File: src/rtl/cond_flag_pkg.sv
package cond_flag_pkg;
  localparam int MAIN_W  = 32;
  localparam int GUARD_W = 8;
  localparam int DATA_W  = MAIN_W + GUARD_W;

  typedef enum logic [1:0] {
    OP_ADD = 2'b00,
    OP_SUB = 2'b01,
    OP_CMP = 2'b10,
    OP_ALT = 2'b11
  } opKind_e;

  typedef enum logic [2:0] {
    SEL_CARRY = 3'b000,
    SEL_NEG   = 3'b001,
    SEL_ZERO  = 3'b010,
    SEL_OVF   = 3'b011,
    SEL_GT    = 3'b100,
    SEL_GE    = 3'b101,
    SEL_RSV0  = 3'b110,
    SEL_RSV1  = 3'b111
  } condSel_e;

  localparam int N_COND = 6;
  localparam int P_CARRY = 0;
  localparam int P_NEG   = 1;
  localparam int P_ZERO  = 2;
  localparam int P_OVF   = 3;
  localparam int P_GT    = 4;
  localparam int P_GE    = 5;

  typedef struct packed {
    logic              load;
    logic [N_COND-1:0] pick;
  } ctlStrobe_t;
endpackage

File: src/rtl/cond_control.sv
module cond_control
  import cond_flag_pkg::*;
(
  input  logic [2:0] condSel,
  input  logic       updEn,
  output ctlStrobe_t ctl
);
  always_comb begin
    ctl.pick = '0;
    unique case (condSel)
      SEL_CARRY: ctl.pick[P_CARRY] = 1'b1;
      SEL_NEG:   ctl.pick[P_NEG]   = 1'b1;
      SEL_ZERO:  ctl.pick[P_ZERO]  = 1'b1;
      SEL_OVF:   ctl.pick[P_OVF]   = 1'b1;
      SEL_GT:    ctl.pick[P_GT]    = 1'b1;
      SEL_GE:    ctl.pick[P_GE]    = 1'b1;
      default:   ctl.pick = '0;
    endcase
    ctl.load = updEn & (|ctl.pick);
  end
endmodule

File: src/rtl/cond_datapath.sv
module cond_datapath
  import cond_flag_pkg::*;
#(
  parameter int MW = MAIN_W,
  parameter int GW = GUARD_W,
  localparam int W = MW + GW
) (
  input  logic         clk,
  input  logic         rstN,
  input  logic [W-1:0] srcA,
  input  logic [W-1:0] srcB,
  input  logic [1:0]   opCode,
  input  ctlStrobe_t   ctl,
  output logic [W-1:0] result,
  output logic         flagQ,
  output logic         negative,
  output logic         zero,
  output logic         overRange
);
  logic         isAdd;
  logic [W-1:0] bEff;
  logic [W:0]   wide;
  logic         carryBit;
  logic         mainOvf;
  logic [N_COND-1:0] cand;
  logic         flagNext;

  assign isAdd = (opCode == OP_ADD);
  assign bEff  = isAdd ? srcB : ~srcB;
  assign wide  = {1'b0, srcA} + {1'b0, bEff} + {{W{1'b0}}, ~isAdd};

  assign result    = wide[W-1:0];
  assign negative  = result[W-1];
  assign zero      = (result == '0);
  assign carryBit  = isAdd ? wide[W] : ~wide[W];
  assign overRange = (srcA[W-1] == bEff[W-1]) && (result[W-1] != srcA[W-1]);
  assign mainOvf   = (result[W-1:MW-1] != {(GW+1){result[MW-1]}});

  always_comb begin
    cand          = '0;
    cand[P_CARRY] = carryBit;
    cand[P_NEG]   = negative;
    cand[P_ZERO]  = zero;
    cand[P_OVF]   = mainOvf;
    cand[P_GT]    = ~((negative ^ overRange) | zero);
    cand[P_GE]    = ~(negative ^ overRange);
  end

  assign flagNext = |(cand & ctl.pick);

  always_ff @(posedge clk or negedge rstN) begin
    if (!rstN)         flagQ <= 1'b0;
    else if (ctl.load) flagQ <= flagNext;
  end

  // no load strobe, no change
  a_r10_hold: assert property (@(posedge clk) disable iff (!rstN)
    !ctl.load |=> $stable(flagQ));

  // compare under greater-than matches a true signed compare
  a_r7_gt: assert property (@(posedge clk) disable iff (!rstN)
    (ctl.load && ctl.pick[P_GT] && opCode == OP_CMP)
      |=> flagQ == $past($signed(srcA) > $signed(srcB)));

  // compare under greater-or-equal matches a true signed compare
  a_r8_ge: assert property (@(posedge clk) disable iff (!rstN)
    (ctl.load && ctl.pick[P_GE] && opCode == OP_CMP)
      |=> flagQ == $past($signed(srcA) >= $signed(srcB)));

  // main-field overflow means the top nine bits are mixed
  a_r6_main_ovf: assert property (@(posedge clk) disable iff (!rstN)
    (ctl.load && ctl.pick[P_OVF])
      |=> flagQ == $past(!(&result[W-1:MW-1]) && (|result[W-1:MW-1])));

  // borrow for subtract/compare is an unsigned less-than
  a_r4_borrow: assert property (@(posedge clk) disable iff (!rstN)
    (ctl.load && ctl.pick[P_CARRY] && !isAdd)
      |=> flagQ == $past(srcA < srcB));
endmodule

File: src/rtl/cond_flag_unit.sv
module cond_flag_unit
  import cond_flag_pkg::*;
(
  input  logic              clk,
  input  logic              rstN,
  input  logic [DATA_W-1:0] srcA,
  input  logic [DATA_W-1:0] srcB,
  input  logic [1:0]        opCode,
  input  logic [2:0]        condSel,
  input  logic              updEn,
  output logic [DATA_W-1:0] result,
  output logic              flag,
  output logic              negative,
  output logic              zero,
  output logic              overRange
);
  ctlStrobe_t ctl;

  cond_control u_ctl (
    .condSel (condSel),
    .updEn   (updEn),
    .ctl     (ctl)
  );

  cond_datapath #(.MW(MAIN_W), .GW(GUARD_W)) u_dp (
    .clk       (clk),
    .rstN      (rstN),
    .srcA      (srcA),
    .srcB      (srcB),
    .opCode    (opCode),
    .ctl       (ctl),
    .result    (result),
    .flagQ     (flag),
    .negative  (negative),
    .zero      (zero),
    .overRange (overRange)
  );

  // reserved selector codes never disturb the flag
  a_r9_reserved: assert property (@(posedge clk) disable iff (!rstN)
    (updEn && condSel[2:1] == 2'b11) |=> $stable(flag));
endmodule

File: config.mk
export PLATFORM = sky130hd
export DESIGN_NAME = cond_flag_unit
export DESIGN_NICKNAME = d
export VERILOG_FILES = /design/src/rtl/cond_flag_pkg.sv /design/src/rtl/cond_control.sv /design/src/rtl/cond_datapath.sv /design/src/rtl/cond_flag_unit.sv
export SDC_FILE = /design/constraint.sdc
export NUM_CORES = 1
export LEC_CHECK = 0
export CORE_ASPECT_RATIO = 1.1
export CORE_MARGIN = 4
export CORE_UTILIZATION = 50
export CTS_CLUSTER_SIZE = 30
export DETAILED_ROUTE_END_ITERATION = 12
export GPL_ROUTABILITY_DRIVEN = 0
export PLACE_DENSITY_LB_ADDON = 0.3
export REMOVE_ABC_BUFFERS = 1
export SYNTH_ARGS = -nofsm -noshare
export SYNTH_HDL_FRONTEND = slang
export SYNTH_SLANG_ARGS = --single-unit
File: constraint.sdc
create_clock -name clk -period 13.3 [get_ports clk]
set_input_delay 2.66 -clock clk [delete_from_list [all_inputs] [get_ports clk]]
set_output_delay 2.66 -clock clk [all_outputs]
set_load 0.02 [all_outputs]
==> results of run 1 <==
cell usage after synthesis, drive strengths merged, types with 11 or more instances:
master,instances,area share
inv,15,0.016
nand4,19,0.036
a21oi,58,0.10
buf,18,0.033
o21ai,34,0.052
nor3,17,0.027
xnor2,58,0.14
nor2,40,0.044
nand2,60,0.064
ha,44,0.16
xor2,16,0.040
nand3,11,0.016
report_power, final:
group / switching (mW) / internal, mW / leakage [nW] / total [mW]
clock: 0 / 0 / 0 / 0
sequential: 0.00100 / 0.00390 / 0.0121 / 0.00490
combinational: 0.248 / 0.190 / 1.81 / 0.439
worst max-delay path, stage by stage:
cell	delay, ns
clkdlybuf4s50_1	0.47
nor2_4	0.12
buf_4	0.52
xnor2_1	0.22
inv_1	0.09
fa_1	0.43
nand2b_1	0.19
a211oi_2	0.30
o21ai_2	0.14
a21oi_1	0.23
nor2_2	0.11
o21bai_1	0.17
xor2_1	0.12
or4_4	0.54
a2111oi_4	0.35
and3_2	0.24
clkdlybuf4s50_1	0.63
placed cells by master, fill, tap and decap left out, types with 4 or more instances in the layout:
cell | synthesis | routed
a211oi_1 | 5 | 5
a21o_1 | 4 | 4
a21oi_1 | 50 | 50
a21oi_2 | 4 | 4
a21oi_4 | 4 | 4
and2_1 | 4 | 4
and4_1 | 4 | 4
clkdlybuf4s50_1 | 0 | 131
ha_1 | 44 | 44
inv_1 | 15 | 15
nand2_1 | 60 | 60
nand2b_1 | 6 | 6
nand3_1 | 11 | 11
nand4_1 | 18 | 18
nor2_1 | 38 | 37
nor3_1 | 15 | 15
nor4_1 | 6 | 6
o211ai_1 | 5 | 5
o21ai_0 | 24 | 24
o21ai_1 | 7 | 7
o21bai_1 | 4 | 4
xnor2_1 | 58 | 58
xor2_1 | 16 | 16
cell families after synthesis:
kind of cell	after synthesis
AO/OA/AOI/OAI	151
XOR/XNOR	74
adder cells (fa/ha/maj)	45
buffers and inverters	38
flip-flops	1
multiplexers	3
AND/OR/NAND/NOR	189
stage by stage:
stage / utilization / setup slack, ns / cell area, sq um / std cells
floorplan: - / 2.62 / 3370 / 478
detailed placement: 0.715 / 3.14 / 4800 / 692
global placement: 0.715 / 3.27 / 4800 / 692
CTS: 0.715 / 3.13 / 4800 / 692
global route: 0.715 / 2.73 / 4800 / 692
finish: 0.715 / 3.11 / 4800 / 692
metal layers:
| layer | share of wire | vias to the layer above |
|---|---|---|
| met5 | 0 | - |
| met1 | 0.39 | 1950 |
| met2 | 0.49 | 253 |
| met4 | 0.038 | 0 |
| li1 | - | 2066 |
| met3 | 0.076 | 53 |
final timing paths:
kind / endpoint / slack (ns) / cells past startpoint
worst max register to register: u_dp.flagQ$_DFFE_PN0P_ / 11.81 / 5
max in group asynchronous: u_dp.flagQ$_DFFE_PN0P_ / 10.39 / 1
worst min register to register: u_dp.flagQ$_DFFE_PN0P_ / 0.71 / 3
min in group asynchronous: u_dp.flagQ$_DFFE_PN0P_ / 2.81 / 1
worst min-delay path: u_dp.flagQ$_DFFE_PN0P_ / 0.71 / 3
worst max-delay path: zero / 3.11 / 17
layout make-up:
cell class	instances	area (sq um)
repair buffers	132	1320
well taps	82	103
fillers	568	1910
multi-input cells	462	3300
inverters	15	56.3
flip-flops and latches	1	25.0
==> flow_metrics.py, run 1 <==
metrics = {
    "run_status": {
        "outcome": "complete, no violations",
    },
    "cts": {
        "postCtsSetupBuffers": 0,
        "cts_hold_buffers": 0,
        "post_cts_resized": 0,
        "worstSkewPairLatency_ns": 0,
        "clk_pin_slew_ns": 0,
    },
    "sta": {
        "worstMarginPinSlew_ns": 0.653,
        "drv_slew": 0,
        "relSlewSlack": 0.553,
        "clock_skew_ns": 0,
        "max_clock_freq_ghz": 0.0981,
        "setup-violations-final": 0,
        "hold_viol_final": 0,
        "setup_tns_ns": 0,
        "grt_setup_unrepaired": "no",
        "whs_ns": 0.711,
        "final.min_clock_period_ns": 10.19,
        "finalCritPeriodShare": 0.766,
    },
    "logic_synthesis": {
        "synth_flop_cell": "dfrtp_1",
        "ys_async_sr_fraction": 1.00,
        "synth-seq-cells": 1,
        "muxShareOfSynthArea": 0.00857,
        "synth_edf_count": 0,
        "syn_inst": 501,
        "synth-simple-area-share": 0.274,
        "synth_top_family_by_area": "compound AO/OA/AOI/OAI gates",
        "ys_seq_area_frac": 0.00714,
        "synthAdderAreaFrac": 0.163,
        "synth_cell_types": 78,
        "synth_xor_area_frac": 0.185,
        "synth_compound_area_frac": 0.309,
        "syn_area_sq_um": 3510,
        "avgSynthCellArea_sq_um": 7.00,
        "yosys_warnings": 0,
    },
    "critical_path": {
        "worst_ep_arrival_time_ns": 7.53,
        "critPathLaunchType": "primary input",
        "worstPathMaxFanout": 40,
        "critical_path.startpoint": "opCode[1]",
        "critical_path.endpoint_type": "output pin",
        "r2r_start": "u_dp.flagQ$_DFFE_PN0P_",
        "worstSetupPathType": "in -> out",
        "cp.required_ns": 10.64,
    },
    "power_and_ir_drop": {
        "power_density_nw_per_um2": 92.4,
        "peakVddDrop_uv": 73.2,
        "power_leakage_nw": 1.82,
        "total_power_mw": 0.443,
    },
    "cells_and_area": {
        "area_delta_synth_final_pct": 36.9,
        "insertedDiodeCount": 0,
        "top_register": "u_dp.flagQ",
        "reg_top3": "u_dp.flagQ (1)",
        "largest_reg_flops": 1,
        "final_nets": 745,
        "layout-drive-gt1-share": 0.0656,
    },
    "die": {
        "die_h_microns": 95.8,
        "die_w_microns": 87.8,
        "num_rows": 31,
        "ios": 132,
        "core_sq_um": 6710,
        "dieArea_sq_um": 8420,
        "start_util": 0.522,
    },
    "min_path": {
        "min-delay-start": "u_dp.flagQ$_DFFE_PN0P_",
        "hold_class": "reg -> reg",
    },
    "route": {
        "route.detailed.drc": 0,
        "drt-pass1-iter-count": 5,
        "wirelength_microns": 11300,
        "wl_per_cell_microns": 16.3,
        "first_iter_violations": 290,
        "vias": 4322,
        "ant_nets": 0,
        "vias_per_cell": 6.25,
    },
    "placement": {
        "hpwl_microns": 9440,
        "port_buffers": 131,
    },
    "grt": {
        "grt_pass1_vias": 4145,
        "grt_pass1_wl_microns": 18300,
        "top_usage_layer": "met2",
        "antenna_found_initial": 0,
        "met1_usage": 0.305,
        "grt_overflow": 0,
        "grtUsageTotal": 0.257,
        "met3_usage": 0.0223,
        "grt_max_degree": 41,
        "met2_usage": 0.483,
    },
    "flow_run": {
        "cap_violations": 0,
    },
}
No activity file was read; power rests on OpenSTA's default activity.
==> run 2, diff against run 1 <==
--- a/config.mk
+++ b/config.mk
@@ -7,7 +7,7 @@
 export LEC_CHECK = 0
 export CORE_ASPECT_RATIO = 1.1
 export CORE_MARGIN = 4
-export CORE_UTILIZATION = 50
+export CORE_UTILIZATION = 47
 export CTS_CLUSTER_SIZE = 30
 export DETAILED_ROUTE_END_ITERATION = 12
 export GPL_ROUTABILITY_DRIVEN = 0
==> constraint.sdc (replaced) <==
create_clock -name clk -period 9.65 [get_ports clk]
set_input_delay 1.93 -clock clk [delete_from_list [all_inputs] [get_ports clk]]
set_output_delay 1.93 -clock clk [all_outputs]
set_load 0.02 [all_outputs]
==> run 2 against run 1 <==
Compared with the run above: hold slack got worse by 0.010 ns; sequential power rose by 36%; critical path depth fell by 1; clock skew is the same; routed wire length increased by 3.0%; sequential cell count unchanged; power increased by 37%; sequential share of layout area hardly changed; via count is 2.8% lower; first-iteration DRC count fell by 19%; largest cell class unchanged.
==> flow_metrics.py, run 2 (synthesis gave the netlist of run 1 again) <==
metrics = {
    "run_status": {
        "outcome": "complete, no violations",
    },
    "cells_and_area": {
        "largest_reg_flops": 1,
        "design_area_sq_um": 4820,
        "layout-drive-gt1-share": 0.0671,
        "insertedDiodeCount": 0,
        "final_common_cell": "clkdlybuf4s50_1",
        "area_delta_synth_final_pct": 37.6,
        "top_register": "u_dp.flagQ",
        "reg_top3": "u_dp.flagQ (1)",
        "final_nets": 746,
        "layout_common_cells": "clkdlybuf4s50_1, nand2_1, xnor2_1, a21oi_1, ha_1",
    },
    "route": {
        "route.detailed.drc": 0,
        "drt-pass1-iter-count": 5,
        "first_iter_violations": 236,
        "vias": 4203,
        "vias_per_cell": 6.04,
        "ant_nets": 0,
        "wl_per_cell_microns": 16.7,
        "wirelength_microns": 11600,
    },
    "sta": {
        "relSlewSlack": 0.567,
        "worstMarginPinSlew_ns": 0.644,
        "setup-violations-final": 0,
        "setup_tns_ns": 0,
        "hold_viol_final": 0,
        "max_clock_freq_ghz": 0.111,
        "final.min_clock_period_ns": 9.01,
        "clock_skew_ns": 0,
        "grt_setup_unrepaired": "no",
        "drv_slew": 0,
        "whs_ns": 0.700,
        "finalCritPeriodShare": 0.934,
    },
    "critical_path": {
        "worstPathMaxFanout": 19,
        "crit_chain": "clkdlybuf4s50_1 > nor2_4 > buf_12 > xnor2_1 > ha_1 > nand4_1 > nor3_1 > o21ai_0 > a31oi_2 > a21boi_1 > xnor2_1 > nor4_1 > nand2b_1 > nor4_1 > and3_2 > clkdlybuf4s50_1",
        "rr_worst_depth": 5,
        "crit_slowest_cell": "clkdlybuf4s50_1",
        "worst_ep_arrival_time_ns": 7.08,
        "critPathTopFamily": "simple AND/OR/NAND/NOR gates",
        "max_stage_delay_ns": 0.61,
        "critPathLaunchType": "primary input",
        "path_depth": 16,
        "critical_path.endpoint_type": "output pin",
        "worstSetupPathType": "in -> out",
        "cp.required_ns": 7.72,
        "worst-path-buf-inv": 3,
    },
    "grt": {
        "grt_max_degree": 20,
        "grt_pass1_wl_microns": 19100,
        "met2_usage": 0.470,
        "top_usage_layer": "met2",
        "antenna_found_initial": 0,
        "met3_usage": 0.0290,
        "grt_pass1_vias": 4141,
        "grtUsageTotal": 0.248,
        "met1_usage": 0.286,
        "grt_overflow": 0,
    },
    "die": {
        "core_sq_um": 7130,
        "die_w_microns": 90.3,
        "dieArea_sq_um": 8910,
        "ios": 132,
        "die_h_microns": 98.6,
        "start_util": 0.492,
        "num_rows": 32,
    },
    "cts": {
        "clk_pin_slew_ns": 0,
        "post_cts_resized": 0,
        "worstSkewPairLatency_ns": 0,
        "postCtsSetupBuffers": 0,
        "cts_hold_buffers": 0,
    },
    "power_and_ir_drop": {
        "total_power_mw": 0.609,
        "power_leakage_nw": 1.83,
        "peakVddDrop_uv": 87.9,
        "power_density_nw_per_um2": 126,
    },
    "flow_run": {
        "cap_violations": 0,
    },
    "placement": {
        "placed_area_sq_um": 4820,
        "hpwl_microns": 9880,
        "port_buffers": 131,
    },
    "min_path": {
        "hold_path_depth": 3,
        "hold_class": "reg -> reg",
    },
}
## run 2: cell types whose count changed in the layout (fill, tap and decap cells not counted)
cell,previous run,this run
buf_12,0,1
## run 2: worst paths after layout
check / endpoint / from / slack [ns]
worst max register to register: u_dp.flagQ$_DFFE_PN0P_ / u_dp.flagQ$_DFFE_PN0P_ / 8.20
max in group asynchronous: u_dp.flagQ$_DFFE_PN0P_ / rstN / 7.44
worst max-delay path: zero / opCode[1] / 0.64
worst min-delay path: u_dp.flagQ$_DFFE_PN0P_ / u_dp.flagQ$_DFFE_PN0P_ / 0.70
min in group asynchronous: u_dp.flagQ$_DFFE_PN0P_ / rstN / 2.10
worst min register to register: u_dp.flagQ$_DFFE_PN0P_ / u_dp.flagQ$_DFFE_PN0P_ / 0.70
## run 2: per-stage QoR
step / setup WS, ns / utilization / cells
after floorplan: 0.434 / - / 478
after global placement: 0.907 / 0.677 / 696
after detailed placement: 0.756 / 0.677 / 696
after CTS: 0.737 / 0.677 / 696
after global routing: 0.472 / 0.677 / 696
final: 0.637 / 0.677 / 696
## run 2: area by class of cell
| class | count | area [sq um] |
|---|---|---|
| fillers | 625 | 2300 |
| flip-flops and latches | 1 | 25.0 |
| repair buffers | 133 | 1340 |
| well taps | 85 | 106 |
| inverters | 15 | 56.3 |
| multi-input cells | 462 | 3300 |
## run 2: power by group
group | switching [mW] | internal [mW] | total, mW
combinational | 0.339 | 0.263 | 0.603
clock | 0 | 0 | 0
sequential | 0.00130 | 0.00537 | 0.00667
## run 2: tightest hold or removal path: stages, from the launching register on
cell       delay [ns]
dfrtp_1          0.38
a2bb2oi_2        0.06
a21oi_1          0.10
or3_1            0.11
## run 2: per-layer routing
layer	vias up	share of wire	wire (microns)
li1	2072	-	-
met1	1915	0.40	4620
met2	176	0.51	5910
met3	40	0.057	659
met4	0	0.038	447
met5	-	0	0
